===== config.mk =====
export PLATFORM = sky130hd
export DESIGN_NAME = flat_table_walker
export DESIGN_NICKNAME = d
export VERILOG_FILES = /design/src/rtl/flat_table_walker.sv
export SDC_FILE = /design/constraint.sdc
export NUM_CORES = 1
export LEC_CHECK = 0
export ABC_AREA = 0
export BUFFER_PORTS_ARGS = -buffer_cell sky130_fd_sc_hd__buf_2
export CAP_MARGIN = 20
export CORE_UTILIZATION = 47
export DETAILED_ROUTE_END_ITERATION = 8
export GPL_TIMING_DRIVEN = 0
export PLACE_DENSITY = 0.77
export RECOVER_POWER = 25
export SYNTH_ARGS = -nofsm -noshare
export SYNTH_HDL_FRONTEND = slang
export SYNTH_SLANG_ARGS = --single-unit

===== constraint.sdc =====
create_clock -name clk -period 2.07 [get_ports clk]
set_input_delay 0.414 -clock clk [delete_from_list [all_inputs] [get_ports clk]]
set_output_delay 0.414 -clock clk [all_outputs]
set_load 0.02 [all_outputs]

===== src/rtl/flat_table_walker.sv =====
module flat_table_walker #(
  parameter int VPN_W  = 20,
  parameter int ADDR_W = 32,
  parameter int PPN_W  = 20
) (
  input  logic              clk,
  input  logic              rst_n,
  input  logic              start,
  input  logic [VPN_W-1:0]  vpn,
  input  logic [ADDR_W-1:0] table_base,
  input  logic [2:0]        need_perm,
  output logic              done,
  output logic              fault,
  output logic [1:0]        cause,
  output logic [PPN_W-1:0]  ppn,
  output logic [2:0]        perm,
  output logic              mem_req,
  output logic [ADDR_W-1:0] mem_addr,
  input  logic              mem_ready,
  input  logic              mem_rvalid,
  input  logic [31:0]       mem_rdata
);

  localparam int ENTRY_BYTES = 4;
  localparam int SHIFT       = $clog2(ENTRY_BYTES);
  localparam logic [1:0] C_NONE  = 2'b00;
  localparam logic [1:0] C_UNMAP = 2'b01;
  localparam logic [1:0] C_PERM  = 2'b10;

  typedef enum logic [1:0] {S_IDLE, S_ISSUE, S_WAIT, S_DONE} state_t;

  state_t            state;
  logic [ADDR_W-1:0] addr_q;
  logic [2:0]        need_q;

  logic       ent_valid;
  logic [2:0] ent_perm;
  logic       perm_miss;
  logic       unused_bits;

  assign ent_valid   = mem_rdata[31];
  assign ent_perm    = mem_rdata[30:28];
  assign perm_miss   = |(need_q & ~ent_perm);
  assign unused_bits = ^mem_rdata;

  assign done     = (state == S_DONE);
  assign mem_req  = (state == S_ISSUE);
  assign mem_addr = addr_q;

  always_ff @(posedge clk or negedge rst_n) begin
    if (!rst_n) begin
      state  <= S_IDLE;
      addr_q <= '0;
      need_q <= '0;
      fault  <= 1'b0;
      cause  <= C_NONE;
      ppn    <= '0;
      perm   <= '0;
    end else begin
      case (state)
        S_IDLE:
          if (start) begin
            addr_q <= table_base + (ADDR_W'(vpn) << SHIFT);
            need_q <= need_perm;
            state  <= S_ISSUE;
          end
        S_ISSUE:
          if (mem_ready) state <= S_WAIT;
        S_WAIT:
          if (mem_rvalid) begin
            state <= S_DONE;
            if (!ent_valid) begin
              fault <= 1'b1;
              cause <= C_UNMAP;
              ppn   <= '0;
              perm  <= '0;
            end else if (perm_miss) begin
              fault <= 1'b1;
              cause <= C_PERM;
              ppn   <= '0;
              perm  <= '0;
            end else begin
              fault <= 1'b0;
              cause <= C_NONE;
              ppn   <= mem_rdata[PPN_W-1:0];
              perm  <= ent_perm;
            end
          end
        default:
          state <= S_IDLE;
      endcase
    end
  end

  a_r2_entry_address: assert property (@(posedge clk) disable iff (!rst_n)
    (state == S_IDLE && start) |=>
      (mem_req && mem_addr == $past(table_base) + (ADDR_W'($past(vpn)) << SHIFT)));

  a_r3_hold_request: assert property (@(posedge clk) disable iff (!rst_n)
    (mem_req && !mem_ready) |=> (mem_req && $stable(mem_addr)));

  a_r3_single_read: assert property (@(posedge clk) disable iff (!rst_n)
    (mem_req && mem_ready) |=> !mem_req);

  a_r4_unmapped_fault: assert property (@(posedge clk) disable iff (!rst_n)
    (state == S_WAIT && mem_rvalid && !mem_rdata[31]) |=>
      (done && fault && cause == C_UNMAP && ppn == '0));

  a_r6_grant: assert property (@(posedge clk) disable iff (!rst_n)
    (done && !fault) |-> (cause == C_NONE));

  a_r7_done_pulse: assert property (@(posedge clk) disable iff (!rst_n)
    done |=> !done);

  a_r7_done_after_data: assert property (@(posedge clk) disable iff (!rst_n)
    $rose(done) |-> $past(mem_rvalid));

  a_r8_no_restart: assert property (@(posedge clk) disable iff (!rst_n)
    (done && start) |=> !mem_req);

endmodule


* After elaboration in Yosys (flattened, before gate mapping) *
Index checks and enable logic that the tools add are counted.
W data, S select, Z words.

cells by class
  add/sub/neg operators = 1
  equal/unequal tests = 6
  multiplexer cells = 12
  bitwise gates (word level) = 2
  reduce and logical (&&, ||, !) cells = 5

operator list
  operator              count
  $mux W20              2
  $add A32 B22 Y32      1
  $mux W2               5
  $mux W3               2
  $pmux W2 S3           1
  $eq A2 B2 Y1 const B  2
  $ne A2 B2 Y1 const B  2
  $reduce_and A2 Y1     2
  $and A3 B3 Y3         1
  $not A3 Y3            1
  $reduce_and A3 Y1     1
  $reduce_or A3 Y1      1
  $eq A2 B1 Y1 const B  1
  $logic_not A2 Y1      1
  $mux W1               2
  $ne A2 B1 Y1 const B  1

word-level totals
  register bits = 63
  input port bits = 92
  output and inout port bits = 60
  logic and storage cells = 33

* Depth between registers and ports, before layout *
  depth in word-level cells = 5
  mapped depth = 11
  mapped depth without buffers = 11

* Least setup slack after synthesis *
Ideal clock, no wire load.

  path type = input to register
  start = in vpn[0]
  end = reg addr_q[16] (netlist: mem_addr[16])
  setup time = 0.136 ns
  arrival time = 2.148 ns
  required time = 1.934 ns
  setup slack = -0.215 ns
  stages on the path = 11
  path buffers = 0
  cell sequence = ha_1 inv_1 fa_1 nor2b_1 o31ai_2 a21oi_1 a221oi_2 nor2_1 a311o_1 nor2_1 o31ai_1

on the way
  longest elaborated chain between the ends = 1

ends and longest elaborated chain
  what                    line  RTL
  start: declaration      9     input logic [VPN_W-1:0] vpn,
  $add A32 B22 Y32        63    addr_q <= table_base + (ADDR_W'(vpn) << SHIFT);
  end signal: assignment  63
  end: declaration        33    logic [ADDR_W-1:0] addr_q;

No other way between the ends.
A chain may end at the register's enable or synchronous reset.

* Worst setup path in the final report *
Same ends and word-level chain as after synthesis.

==> flow_summary_export.csv <==
group,metric,value,unit
cells_and_area,nNetsFinal,628,
drt,wl_per_cell,15.0,µm
global_routing,grt_pass1_vias,3153,
yosys,netlist_area,0.00345,mm²
yosys,synth.avg_cell_area,9.96,µm²
yosys,ys_seq_elements,63,
yosys,postSynthCellCount,347,
floorplan,dieArea,0.00770,mm²
timing,hold_viol,0,
cells_and_area,diodes,0,
power_and_ir_drop,p_sw,0.00250,W
timing,setup_tns,-0.0739,ns
global_routing,overflow,0,
drt,antenna_left,0,
timing,min_period,2.13,ns
placed_design,portBuffers,143,
placed_design,dp_slack,-0.513,ns
global_routing,grt_max_degree,35,
power_and_ir_drop,swShare,41.1,%
floorplan,row_count,30,
yosys,yosys.area.top_type,"dfrtp_1",
cts,numCtsBuffers,9,
power_and_ir_drop,internal_power,0.00359,W
worst_hold_path,min_path_type,"in2reg",
drt,drtIter0Drc,136,
timing,tightest_slew,1.58,ns
placed_design,place_inst,587,
setup_path,required,2.28,ns
cells_and_area,finish.utilization,70.4,%
drt,vias,3268,
power_and_ir_drop,p_leak,2.44,nW
setup_path,r2r-start,"state[0]",
power_and_ir_drop,p_seq_share,35.0,%
cts,cts_root_buf,"clkbuf_8",
setup_path,r2r_end,"ppn[3]",
yosys,yosysUniqueCellTypes,43,
power_and_ir_drop,p_comb_share,46.1,%
cells_and_area,fillers,533,
timing,rsz0062_at_grt,"true",
run_status,status,"complete, but fails checks",
timing,setup_viol,2,
setup_path,criticalPathCategory,"in2reg",
yosys,synth_nets,464,
cts,clock-sinks,63,
global_routing,grt_usage,23.7,%
cts,htree_levels,3,
timing,slew_headroom,-5.44,%
timing,fin_ws,-0.0627,ns
setup_path,startpoint,"vpn[0]",
yosys,synth-main-ff-cell,"dfrtp_1",
run_status,violations,"max-capacitance violations, max-slew violations, negative setup slack",
yosys,yosysWarnings,0,
yosys,seq_area_frac_synth,45.6,%
cts,clockBufferDepth,2,
timing,fin_skew,0.00362,ns
floorplan,start_util,49.7,%
yosys,synth_top_area_share,45.6,%
setup_path,reg2reg_depth,7,
setup_path,r2r_slack,0.22,ns
power_and_ir_drop,clockPowerShare,18.9,%
drt,firstDrtPassIters,4,
cts,cts_hold_buf,0,
setup_path,start_kind,"input pin",
yosys,synthTopCellsByArea,"dfrtp_1 46%, ha_1 8.7%, a22o_1 5.8%",
yosys,synthArstFlopShare,100,%
floorplan,dieHeight,87.7,µm
floorplan,core,0.00694,mm²
timing,slew_viol_final,31,
yosys,synth-edff-count,0,
run,maxCapViolations,1,
timing,fmax,469,MHz
drt,via_per_inst,5.34,
global_routing,grt_pass1_wl,14100,µm
cts,clock_latency,0.33,ns
placed_design,gp_congestion,0.917,
power_and_ir_drop,peakVddDrop,0.461,mV
power_and_ir_drop,power,0.00610,W
cts,cts.clk_slew.worst_paths,0.07,ns
cells_and_area,syn_to_final_growth,41.5,%
power_and_ir_drop,p_per_area,1250,mW/mm²
floorplan,io_pins,152,
setup_path,worst-path-max-fanout,3,
timing,period_share,103,%
cells_and_area,layout-drive-gt1-share,41.9,%
floorplan,die_w,87.7,µm
setup_path,cp-end-kind,"flop",
worst_hold_path,hold_start,"mem_rdata[7]",
setup_path,crit_arrival,2.35,ns
global_routing,antenna_found_initial,0,
cells_and_area,final_cells,612,
drt,drt-total-wl,9200,µm
placed_design,dp_hpwl,6830,µm
drt,drc_errors,0,
cts,cts_tree,"done",
worst_hold_path,whs_path_depth,2,
worst_hold_path,worstHoldEndpoint,"ppn[7]",
==> cell usage after synthesis, types with 2 or more instances <==
cell type	n
o21ai_0	33
nor2b_1	3
dfrtp_1	63
a222oi_1	2
o31ai_1	3
and3_1	6
xor2_1	11
nand4_1	2
a211oi_1	5
a211o_1	3
clkbuf_1	11
o21bai_1	3
ha_1	24
nor2_1	13
xnor2_1	12
nand2_1	49
o21ai_1	4
nand3_1	3
a21o_1	6
a21oi_1	25
a22o_1	23
o21a_1	2
mux2_2	6
inv_1	16
==> sequential cells by signal, indices dropped and copies added (netlist names) <==
name	count
ppn	20
mem_addr	32
state	2
fault	1
cause	2
need_q	3
perm	3
==> area by class of cell <==
cell class	instances	area [µm²]	share of cell area, %
multi-input combinational	256	2060	42.2
sequential	63	1580	32.2
timing repair buffer	154	810	16.6
clock buffer	10	128	2.61
tap	96	120	2.46
clock inverter	6	85.1	1.74
inverter	16	60.1	1.23
buffer	11	45.0	0.921
==> through the flow <==
stage | instance area, µm² | hold slack [ns]
6_report | 4890 | 0.303
5_1_grt | 4890 | 0.289
4_1_cts | 4740 | 0.127
3_5_place_dp | 4480 | 0.467
3_3_place_gp | 4460 | 0.461
2_1_floorplan | 3630 | 0.118
==> per-layer routing <==
metal | routed length [µm] | track usage, % | share of wire [%] | vias to the layer above
met5 | 0 | 0 | 0 | -
met4 | 153 | 11.5 | 1.7 | 0
met3 | 603 | 5.84 | 6.6 | 12
met2 | 4460 | 39.3 | 48 | 137
met1 | 3980 | 28.8 | 43 | 1540
li1 | - | - | - | 1579
==> placed cells by master (no fill, tap or decap), types with 9 or more instances in the layout <==
cell type	instances
dfrtp_1	63
nor2_1	12
xnor2_1	12
ha_4	13
a22o_1	23
o21ai_0	31
clkbuf_1	10
xor2_1	11
nand2_1	47
ha_1	11
buf_2	140
a21oi_1	19
inv_1	14
buf_4	10
clkbuf_8	9
==> critical path, cell delays in order <==
cell	delay, ns
buf_6	0.10
ha_4	0.16
inv_2	0.05
fa_2	0.24
nor2b_4	0.06
o31ai_4	0.29
a21oi_2	0.13
a221oi_2	0.28
nor2_1	0.12
a311o_1	0.28
nor2_1	0.14
o31ai_1	0.08
==> cells by family (layout without fill, tap and decap cells) <==
group           Yosys count  in the layout  synth area share, %
xor+xnor                 23             23                 5.83
simple gates             82             82                 10.4
fa+ha+maj                25             25                 9.27
mux                       6              6                 1.96
flops                    63             63                 45.6
buf+inv                  28            197                 3.08
compound gates          120            120                 23.8
==> power by group through the flow <==
stage / clock, W / combinational (W) / sequential (W)
after CTS: 0.00117 / 0.00277 / 0.00214
after detailed placement: 0 / 0.00274 / 0.00216
after floorplan: 0 / 0.00109 / 0.00281
final: 0.00115 / 0.00281 / 0.00214
after global routing: 0.00122 / 0.00308 / 0.00221
after global placement: 0 / 0.00269 / 0.00213
==> worst max path at each step <==
stage          slack, ns  cells past startpoint            to
6_report           -0.06                     12  mem_addr[16]
2_1_floorplan      -0.13                     11  mem_addr[16]
3_3_place_gp       -0.50                     12  mem_addr[16]
5_1_grt            -0.09                     12  mem_addr[16]
4_1_cts            -0.02                     12  mem_addr[16]
3_5_place_dp       -0.51                     12  mem_addr[16]
==> what timing repair did <==
item / CTS / global route
gates cloned: 0 / 0
setup endpoints to repair: 14 / 42
pin swaps: 5 / 12
gates resized for setup: 5 / 24
buffers inserted: 2 / 8
Note: power is estimated with default switching activity, not from simulation.
